File: src/rtl/sb_pkg.sv
package sb_pkg;

    typedef enum logic [1:0] {
        ST_IDLE  = 2'd0,
        ST_READ  = 2'd1,
        ST_EXEC  = 2'd2,
        ST_WRITE = 2'd3
    } stage_e;

endpackage

File: src/rtl/sb_issue_check.sv
module sb_issue_check #(
    parameter int NUM_FU  = 4,
    parameter int NUM_REG = 8
) (
    input  logic                                          in_valid,
    input  logic [$clog2(NUM_FU)-1:0]                     in_unit,
    input  logic [$clog2(NUM_REG)-1:0]                    in_dst,
    input  logic [NUM_FU-1:0]                             busy_vec,
    input  logic [NUM_REG-1:0][$clog2(NUM_FU+1)-1:0]      res_tags,
    output logic                                          issue_ok
);
    localparam int FU_W = $clog2(NUM_FU + 1);
    localparam logic [FU_W-1:0] TAG_NONE = FU_W'(NUM_FU);

    logic unit_free;
    logic dst_free;

    always_comb begin
        unit_free = !busy_vec[in_unit];
        dst_free  = (res_tags[in_dst] == TAG_NONE);
        issue_ok  = in_valid && unit_free && dst_free;
    end
endmodule

File: src/rtl/sb_war_check.sv
module sb_war_check #(
    parameter int NUM_FU = 4,
    parameter int REG_W  = 3
) (
    input  logic [NUM_FU-1:0]            busy_vec,
    input  logic [NUM_FU-1:0][REG_W-1:0] fi_vec,
    input  logic [NUM_FU-1:0][REG_W-1:0] fj_vec,
    input  logic [NUM_FU-1:0][REG_W-1:0] fk_vec,
    input  logic [NUM_FU-1:0]            rj_vec,
    input  logic [NUM_FU-1:0]            rk_vec,
    output logic [NUM_FU-1:0]            war_ok
);
    for (genvar w = 0; w < NUM_FU; w++) begin : g_writer
        logic [NUM_FU-1:0] blockers;
        for (genvar f = 0; f < NUM_FU; f++) begin : g_reader
            if (f == w) begin : g_self
                assign blockers[f] = 1'b0;
            end else begin : g_other
                assign blockers[f] = busy_vec[f] &&
                    ((fj_vec[f] == fi_vec[w] && rj_vec[f]) ||
                     (fk_vec[f] == fi_vec[w] && rk_vec[f]));
            end
        end
        assign war_ok[w] = ~|blockers;
    end
endmodule

File: src/rtl/sb_prio_pick.sv
module sb_prio_pick #(
    parameter int N = 4
) (
    input  logic [N-1:0] req,
    output logic [N-1:0] gnt
);
    always_comb begin
        gnt = '0;
        for (int i = N - 1; i >= 0; i--) begin
            if (req[i]) begin
                gnt = '0;
                gnt[i] = 1'b1;
            end
        end
    end
endmodule

File: src/rtl/scoreboard_ctrl.sv
module scoreboard_ctrl
    import sb_pkg::*;
#(
    parameter int NUM_FU  = 4,
    parameter int NUM_REG = 8
) (
    input  logic                          clk,
    input  logic                          rst_n,
    input  logic                          in_valid,
    input  logic [$clog2(NUM_FU)-1:0]     in_unit,
    input  logic [$clog2(NUM_REG)-1:0]    in_dst,
    input  logic [$clog2(NUM_REG)-1:0]    in_src1,
    input  logic [$clog2(NUM_REG)-1:0]    in_src2,
    output logic                          in_ready,
    input  logic [NUM_FU-1:0]             fu_done,
    output logic [NUM_FU-1:0]             rd_grant,
    output logic [NUM_FU-1:0]             wb_grant
);
    localparam int FU_W  = $clog2(NUM_FU + 1);
    localparam int REG_W = $clog2(NUM_REG);
    localparam logic [FU_W-1:0] TAG_NONE = FU_W'(NUM_FU);

    typedef struct packed {
        logic             busy;
        stage_e           stage;
        logic [REG_W-1:0] fi;
        logic [REG_W-1:0] fj;
        logic [REG_W-1:0] fk;
        logic [FU_W-1:0]  qj;
        logic [FU_W-1:0]  qk;
        logic             rj;
        logic             rk;
    } fu_ent_t;

    typedef struct packed {
        fu_ent_t [NUM_FU-1:0]            fu;
        logic [NUM_REG-1:0][FU_W-1:0]    res;
    } sb_state_t;

    sb_state_t st_d, st_q;

    logic [NUM_FU-1:0]            busy_vec;
    logic [NUM_FU-1:0][REG_W-1:0] fi_vec, fj_vec, fk_vec;
    logic [NUM_FU-1:0]            rj_vec, rk_vec;
    logic [NUM_FU-1:0]            war_ok;
    logic [NUM_FU-1:0]            wb_req;
    logic [FU_W-1:0]              wb_tag;
    logic [FU_W-1:0]              tag_j, tag_k;

    // flatten per-unit fields for the helper blocks
    for (genvar u = 0; u < NUM_FU; u++) begin : g_flat
        assign busy_vec[u] = st_q.fu[u].busy;
        assign fi_vec[u]   = st_q.fu[u].fi;
        assign fj_vec[u]   = st_q.fu[u].fj;
        assign fk_vec[u]   = st_q.fu[u].fk;
        assign rj_vec[u]   = st_q.fu[u].rj;
        assign rk_vec[u]   = st_q.fu[u].rk;
        assign rd_grant[u] = (st_q.fu[u].stage == ST_READ) &&
                             st_q.fu[u].rj && st_q.fu[u].rk;
        assign wb_req[u]   = (st_q.fu[u].stage == ST_WRITE) && war_ok[u];
    end

    sb_issue_check #(.NUM_FU(NUM_FU), .NUM_REG(NUM_REG)) i_issue (
        .in_valid (in_valid),
        .in_unit  (in_unit),
        .in_dst   (in_dst),
        .busy_vec (busy_vec),
        .res_tags (st_q.res),
        .issue_ok (in_ready)
    );

    sb_war_check #(.NUM_FU(NUM_FU), .REG_W(REG_W)) i_war (
        .busy_vec (busy_vec),
        .fi_vec   (fi_vec),
        .fj_vec   (fj_vec),
        .fk_vec   (fk_vec),
        .rj_vec   (rj_vec),
        .rk_vec   (rk_vec),
        .war_ok   (war_ok)
    );

    sb_prio_pick #(.N(NUM_FU)) i_wb_pick (
        .req (wb_req),
        .gnt (wb_grant)
    );

    // tag of the unit writing this cycle, NONE if nobody writes
    always_comb begin
        wb_tag = TAG_NONE;
        for (int u = 0; u < NUM_FU; u++) begin
            if (wb_grant[u]) wb_tag = FU_W'(u);
        end
    end

    // producer tags for the instruction being issued; a producer that
    // writes in this very cycle no longer counts as pending
    always_comb begin
        tag_j = st_q.res[in_src1];
        tag_k = st_q.res[in_src2];
        if (tag_j == wb_tag) tag_j = TAG_NONE;
        if (tag_k == wb_tag) tag_k = TAG_NONE;
    end

    always_comb begin
        st_d = st_q;
        for (int u = 0; u < NUM_FU; u++) begin
            if (rd_grant[u]) begin
                st_d.fu[u].rj    = 1'b0;
                st_d.fu[u].rk    = 1'b0;
                st_d.fu[u].stage = ST_EXEC;
            end
            if (st_q.fu[u].stage == ST_EXEC && fu_done[u]) begin
                st_d.fu[u].stage = ST_WRITE;
            end
            if (wb_grant[u]) begin
                st_d.fu[u].busy  = 1'b0;
                st_d.fu[u].stage = ST_IDLE;
                st_d.res[st_q.fu[u].fi] = TAG_NONE;
            end
        end
        // wake consumers of the writer
        if (wb_tag != TAG_NONE) begin
            for (int f = 0; f < NUM_FU; f++) begin
                if (st_q.fu[f].qj == wb_tag) begin
                    st_d.fu[f].rj = 1'b1;
                    st_d.fu[f].qj = TAG_NONE;
                end
                if (st_q.fu[f].qk == wb_tag) begin
                    st_d.fu[f].rk = 1'b1;
                    st_d.fu[f].qk = TAG_NONE;
                end
            end
        end
        // issue
        if (in_ready) begin
            st_d.fu[in_unit].busy  = 1'b1;
            st_d.fu[in_unit].stage = ST_READ;
            st_d.fu[in_unit].fi    = in_dst;
            st_d.fu[in_unit].fj    = in_src1;
            st_d.fu[in_unit].fk    = in_src2;
            st_d.fu[in_unit].qj    = tag_j;
            st_d.fu[in_unit].qk    = tag_k;
            st_d.fu[in_unit].rj    = (tag_j == TAG_NONE);
            st_d.fu[in_unit].rk    = (tag_k == TAG_NONE);
            st_d.res[in_dst]       = FU_W'(in_unit);
        end
    end

    always_ff @(posedge clk) begin
        if (!rst_n) begin
            st_q <= '0;
            for (int u = 0; u < NUM_FU; u++) begin
                st_q.fu[u].qj <= TAG_NONE;
                st_q.fu[u].qk <= TAG_NONE;
            end
            for (int r = 0; r < NUM_REG; r++) begin
                st_q.res[r] <= TAG_NONE;
            end
        end else begin
            st_q <= st_d;
        end
    end
endmodule

File: config.mk
export PLATFORM = sky130hd
export DESIGN_NAME = scoreboard_ctrl
export DESIGN_NICKNAME = d
export VERILOG_FILES = /design/src/rtl/sb_pkg.sv /design/src/rtl/sb_issue_check.sv /design/src/rtl/sb_war_check.sv /design/src/rtl/sb_prio_pick.sv /design/src/rtl/scoreboard_ctrl.sv
export SDC_FILE = /design/constraint.sdc
export NUM_CORES = 1
export LEC_CHECK = 0
export CAP_MARGIN = 10
export CORE_MARGIN = 3
export CORE_UTILIZATION = 50
export CTS_CLUSTER_DIAMETER = 50
export CTS_CLUSTER_SIZE = 16
export DETAILED_ROUTE_END_ITERATION = 8
export PLACE_DENSITY = 0.79
export SYNTH_ARGS = -nofsm -noshare
export SYNTH_HDL_FRONTEND = slang
export SYNTH_SLANG_ARGS = --single-unit
File: constraint.sdc
create_clock -name clk -period 3 [get_ports clk]
set_input_delay 0.45 -clock clk [delete_from_list [all_inputs] [get_ports clk]]
set_output_delay 0.45 -clock clk [all_outputs]
set_load 0.01 [all_outputs]
== Word level (Yosys, flattened, before mapping) ==
Index checks and enable logic that the tools add are counted.

* Register bits after elaboration: 104
* Input bits: 18
* Output and inout bits: 9
* Word-level logic and storage cells: 298

* Magnitude comparators: 14
* Equal/unequal tests: 50
* Mux-type cells: 97
* Bitwise operators: 12
* Reductions and logical operators: 81

{| class="wikitable"
|+ Operators with widths
! cell !! count
|-
| 80-bit bitwise mux || 9
|-
| 20-bit demux with 2-bit select || 9
|-
| 104-bit 2-to-1 mux || 1
|-
| 3-bit == test || 34
|-
| 24-bit 2-to-1 mux || 4
|-
| 3-bit 2-to-1 mux || 26
|-
| 16-bit bitwise AND || 4
|-
| 16-bit inverter || 4
|-
| 1-bit logical AND || 60
|-
| 3-bit demux with 3-bit select || 5
|-
| 8-bit 2-to-1 mux || 5
|-
| 8-bit OR || 4
|-
| 3-bit by 4-bit < comparator with 1-bit output, second input constant || 7
|-
| 3-bit binary-select mux with 3-bit select || 3
|-
| 2-bit 2-to-1 mux || 13
|-
| 24-bit bitwise mux || 1
|-
| 20-bit 2-to-1 mux || 1
|-
| 19-bit 2-to-1 mux || 1
|-
| 17-bit 2-to-1 mux || 1
|-
| 2-bit == test, second input constant || 8
|-
| 4-bit 2-to-1 mux || 4
|-
| 3-bit by 1-bit >= comparator with 1-bit output, second input constant || 5
|-
| 14-bit 2-to-1 mux || 1
|-
| 1-bit logical OR || 12
|-
| 11 further kinds || 32
|}

== Logic depth before layout (Yosys ltp) ==
* Word-level depth: 28
* Gate-level depth with buffers: 12
* Gate-level depth less buffers: 9

== Hierarchy ==
From an unflattened synthesis, not the netlist that was laid out.

* Cell total of the unflattened synthesis: 800
* Area total of the unflattened synthesis: 6557.5 um2

{| class="wikitable"
|+ By module, submodules not included
! module !! times used !! cells an instance !! area each (um2) !! seq. area each (um2)
|-
| scoreboard_ctrl || 1 || 656 || 5370.2 || 2082.0
|-
| sb_war_check || 1 || 124 || 1001.0 || 0.0
|-
| sb_issue_check || 1 || 16 || 147.6 || 0.0
|-
| sb_prio_pick || 1 || 4 || 38.8 || 0.0
|}

== Worst setup path before layout ==
OpenSTA, ideal clock, no wires.

* Kind: input port to flip-flop
* Start point: input in_src2[1]
* End point: register st_q (netlist bit rk_vec[3])
* Setup time: 0.119 ns
* Data arrival time: 2.533 ns
* Data required time: 2.881 ns
* Path slack: 0.349 ns
* Cell stages on the path: 8
* Buffers on the path: 1
* Cells stage by stage: buf_2 -> mux4_2 -> mux2i_1 -> nand4_1 -> o32ai_1 -> a211oi_1 -> or2_1 -> o221a_2

* Longest elaborated chain between the ends: 7

{| class="wikitable"
|+ RTL lines
! what !! RTL line !! source
|-
| start, declared || scoreboard_ctrl.sv:13 || <nowiki>input logic [$clog2(NUM_REG)-1:0] in_src2,</nowiki>
|-
| 3-bit binary-select mux with 3-bit select (*) || scoreboard_ctrl.sv:99 || <nowiki>tag_k = st_q.res[in_src2];</nowiki>
|-
| 3-bit 2-to-1 mux (implied by the code) (*) || scoreboard_ctrl.sv:99 ||
|-
| 3-bit == test || scoreboard_ctrl.sv:101 || <nowiki>if (tag_k == wb_tag) tag_k = TAG_NONE;</nowiki>
|-
| 3-bit 2-to-1 mux (*) || scoreboard_ctrl.sv:101 ||
|-
| 3-bit == test (*) || scoreboard_ctrl.sv:144 || <nowiki>st_d.fu[in_unit].rk = (tag_k == TAG_NONE);</nowiki>
|-
| 80-bit bitwise mux (*) || scoreboard_ctrl.sv:144 ||
|-
| 104-bit 2-to-1 mux (*) || scoreboard_ctrl.sv:135 || <nowiki>if (in_ready) begin</nowiki>
|-
| end signal, assigned || scoreboard_ctrl.sv:160 || <nowiki>st_q <= st_d;</nowiki>
|-
| end, declared || scoreboard_ctrl.sv:40 || <nowiki>sb_state_t st_d, st_q;</nowiki>
|}

Mark *: on every way between the ends. The rest lies on a longest branch, timed or not. The select of a mux whose other input is x is not followed.
A chain may end at the register's enable or synchronous reset.

==> qor.csv <==
stage,metric,value,unit
status,outcome,"finished, final reports clean",
pwr,worst ir drop on vdd,0.2811,mV
sta,worst slew slack as a fraction of its limit,0.6365,
yosys,Post-synth EDFFs,0,
run,number of max-cap violations,0,
yosys,post-synthesis cell type with the largest combined area,dfxtp_1,
min_path,HP Class,register to register,
sta,final worst path period need,2.895,ns
layout,antenna diode count,0,
clock_network,number of buffers on the longest clock path,2,
yosys,nets in the synthesized netlist,786,
global_route,met1 GRT Util,0.3796,
layout,Area Growth Syn to Fin,20.66,%
clock_network,clock buffer count from CTS,9,
clock_network,number of H-tree levels,3,
layout,multi-input combinational cell area,4044,µm²
global_route,all-layer global routing usage,0.3075,
pwr,reported leakage power,2.854,nW
sta,RSZ-0062 raised after global routing,false,
yosys,flop and latch count out of synthesis,104,
clock_network,"Reg clk slew, reported paths",0.07,ns
layout,register area,2113,µm²
yosys,Synth Warn #,0,
die,Top-Level Pins,27,
sta,Worst Tran Pin Value,0.5440,ns
drt,post-detailed-route DRC marker count,0,
critical_path,number of cells traversed by the worst register-to-register path,10,
critical_path,WS Path Type,register to register,
critical_path,"critical path fanouts, max",8,
die,site row count,41,
critical_path,Critical Path End Type,register,
yosys,synthesized area,6570,µm²
critical_path,Worst EP arrival,3.19,ns
layout,NumNets Final,863,
place,Placed Instance Area,7488,µm²
place,final weighted congestion of routability-driven global placement,0.9362,
drt,length of the first detailed-routing pass in iterations,6,
drt,routed vias/inst,6.598,
min_path,cell count of the worst hold path,2,
yosys,sequential cell area fraction in the yosys report,0.3169,
critical_path,crit path launch type,register,
global_route,Global Route met3 Usage,0.07484,
yosys,synthesized instance count,768,
critical_path,slowest stage cell on the critical path,a311oi_1,
sta,total count of max-transition violations in the final report,0,
drt,vias post-DR,6743,
critical_path,delay contributed by the slowest stage of the critical path,0.55,ns
pwr,areal power density over the cells,394.5,nW/µm²
die,vertical die dimension,120.6,µm
global_route,total gr overflow,0,
place,post-placement cell count,1004,
clock_network,number of buffers inserted for hold repair after clock tree synthesis,0,
yosys,prevailing post-synth register cell,dfxtp_1,
sta,PnR worst setup slack,0.1047,ns
die,Placeable Area,12720,µm²
layout,post-route cell area,7928,µm²
drt,Total Routed Length,22.26,mm
critical_path,cells along the critical path,"buf_4, xnor2_1, and4_1, o21ai_1, buf_4, and4b_1, nand2_1, a311oi_1, o311a_1, a22o_1",
yosys,most repeated cell in the gate-level netlist after synthesis,dfxtp_1,
die,die area,14550,µm²
sta,top achievable clock speed,345.4,MHz
yosys,fraction of synthesized cell area taken by the top area cell type,0.3169,
global_route,wire length of the first global-routing pass,35.03,mm
clock_network,number of clock sinks,104,
layout,"number of standard cells in the layout, taps in and fillers out",1022,
global_route,number of global-route vias before repair,6561,
yosys,mean area per synthesized cell,8.555,µm²
sta,total negative setup slack,0,ns
global_route,met2 GRT Util,0.4995,
layout,fraction of final layout cells sized beyond drive strength 1,0.2212,
sta,Layout Skew,0.005979,ns
clock_network,root cell of the clock tree,clkbuf_16,
global_route,number of antenna violations at the first check in global routing,0,
critical_path,most common cell type on the critical path,buf_4,
critical_path,data required time of the worst path,3.29,ns
yosys,share of synthesized registers carrying an async set or reset,0,
yosys,dominant cells by area after synthesis,"dfxtp_1 32%, xnor2_1 8.9%, nand2_1 5.7%, mux4_2 4.8%, a21oi_1 4.6%",
sta,final hold violations,0,
die,DIE WIDTH,120.6,µm
sta,"Period Utilization, post-route",0.9651,
drt,wire length per cell after detailed routing,21.78,µm
place,Detailed Place HPWL,16.27,mm
place,number of I/O port buffers,26,
drt,post-detailed-route count of antenna-violating nets,0,
global_route,maximum number of pins on one net before global-route repair,39,
place,post-place setup slack,-0.2630,ns
yosys,number of distinct library cells after synthesis,77,
clock_network,clock tree from TritonCTS,built,
sta,Final Setup Violations,0,
min_path,Worst Min Path Start,st_q[26]$_SDFF_PN0_,
clock_network,latest clock arrival within the worst-skew pair,0.35,ns
global_route,GR peak layer,met2,
layout,filler cell count in the final layout,1107,
drt,first-iteration detailed-routing DRC count,833,
die,initial core utilization,0.5164,
yosys,list of most frequent post-synthesis cells,"104 x dfxtp_1, 99 x nand2_1, 67 x xnor2_1, 60 x a21oi_1, 32 x inv_1",
worst paths after layout:
check | end | slack (ns)
max | st_q[47]$_SDFF_PN0_ | 0.10
min | st_q[26]$_SDFF_PN0_ | 0.50
max reg2reg | st_q[47]$_SDFF_PN0_ | 0.10
min reg2reg | st_q[26]$_SDFF_PN0_ | 0.50
cell families (layout without fill, tap and decap cells):
| family | after synthesis | in the layout | synth area share |
|---|---|---|---|
| AO/OA/AOI/OAI | 203 | 203 | 0.2182 |
| XOR/XNOR | 73 | 73 | 0.09731 |
| buffers and inverters | 101 | 183 | 0.08094 |
| flip-flops | 104 | 104 | 0.3169 |
| multiplexers | 22 | 22 | 0.06056 |
| AND/OR/NAND/NOR | 265 | 265 | 0.2261 |
timing repair:
action | in CTS | in global routing
pin swaps | 2 | 3
setup buffers | 2 | 0
resized for setup | 32 | 17
setup endpoints to repair | 15 | 9
through the flow:
stage	utilization	hold WS (ns)	power (mW)
after global placement	0.5886	0.4664	1.935
after floorplan	-	0.4503	1.775
final	0.6231	0.4966	3.127
after global routing	0.6231	0.5260	3.223
after CTS	0.6186	0.4938	3.116
after detailed placement	0.5886	0.4797	1.955
power by group:
group | leakage, nW | total [mW] | switching (mW) | internal, mW
registers | 0.851 | 1.48 | 0.0671 | 1.42
logic | 1.86 | 0.466 | 0.245 | 0.221
clock network | 0.141 | 1.18 | 0.524 | 0.652
placed cells by master, fill, tap and decap left out, drive strengths merged, types with 11 or more instances in the layout:
cell type,n
buf,108
dfxtp,104
nand2,99
xnor2,67
a21oi,60
inv,32
o21ai,30
nor2,26
clkdlybuf4s50,21
nand4,20
nand3,16
mux4,14
a32o,12
a31oi,12
clkbuf,12
nor4,12
nor3,11
and4,11
cell type report:
class	count	area share
Timing Repair Buffer	134	0.1435
Inverter	33	0.01626
Multi-Input combinational cell	563	0.5101
Clock inverter	4	0.006629
Sequential cell	104	0.2666
Clock buffer	12	0.02983
Tap cell	172	0.02715
per-layer routing:
layer  vias to the layer above  share of wire
met4                         0          0.050
met2                       494           0.47
li1                       2977              -
met5                         -              0
met1                      3178           0.37
met3                        94           0.11
critical path: cells and delay by family (launching register included):
family                    cells  cell delay, ns
buffers and inverters         2            0.33
AOI/OAI and AO/OA             4            1.23
DFF                           1            0.35
and+or+nand+nor               3            0.83
xor gates and xnor gates      1            0.11
No activity file was read; power rests on OpenSTA's default activity.
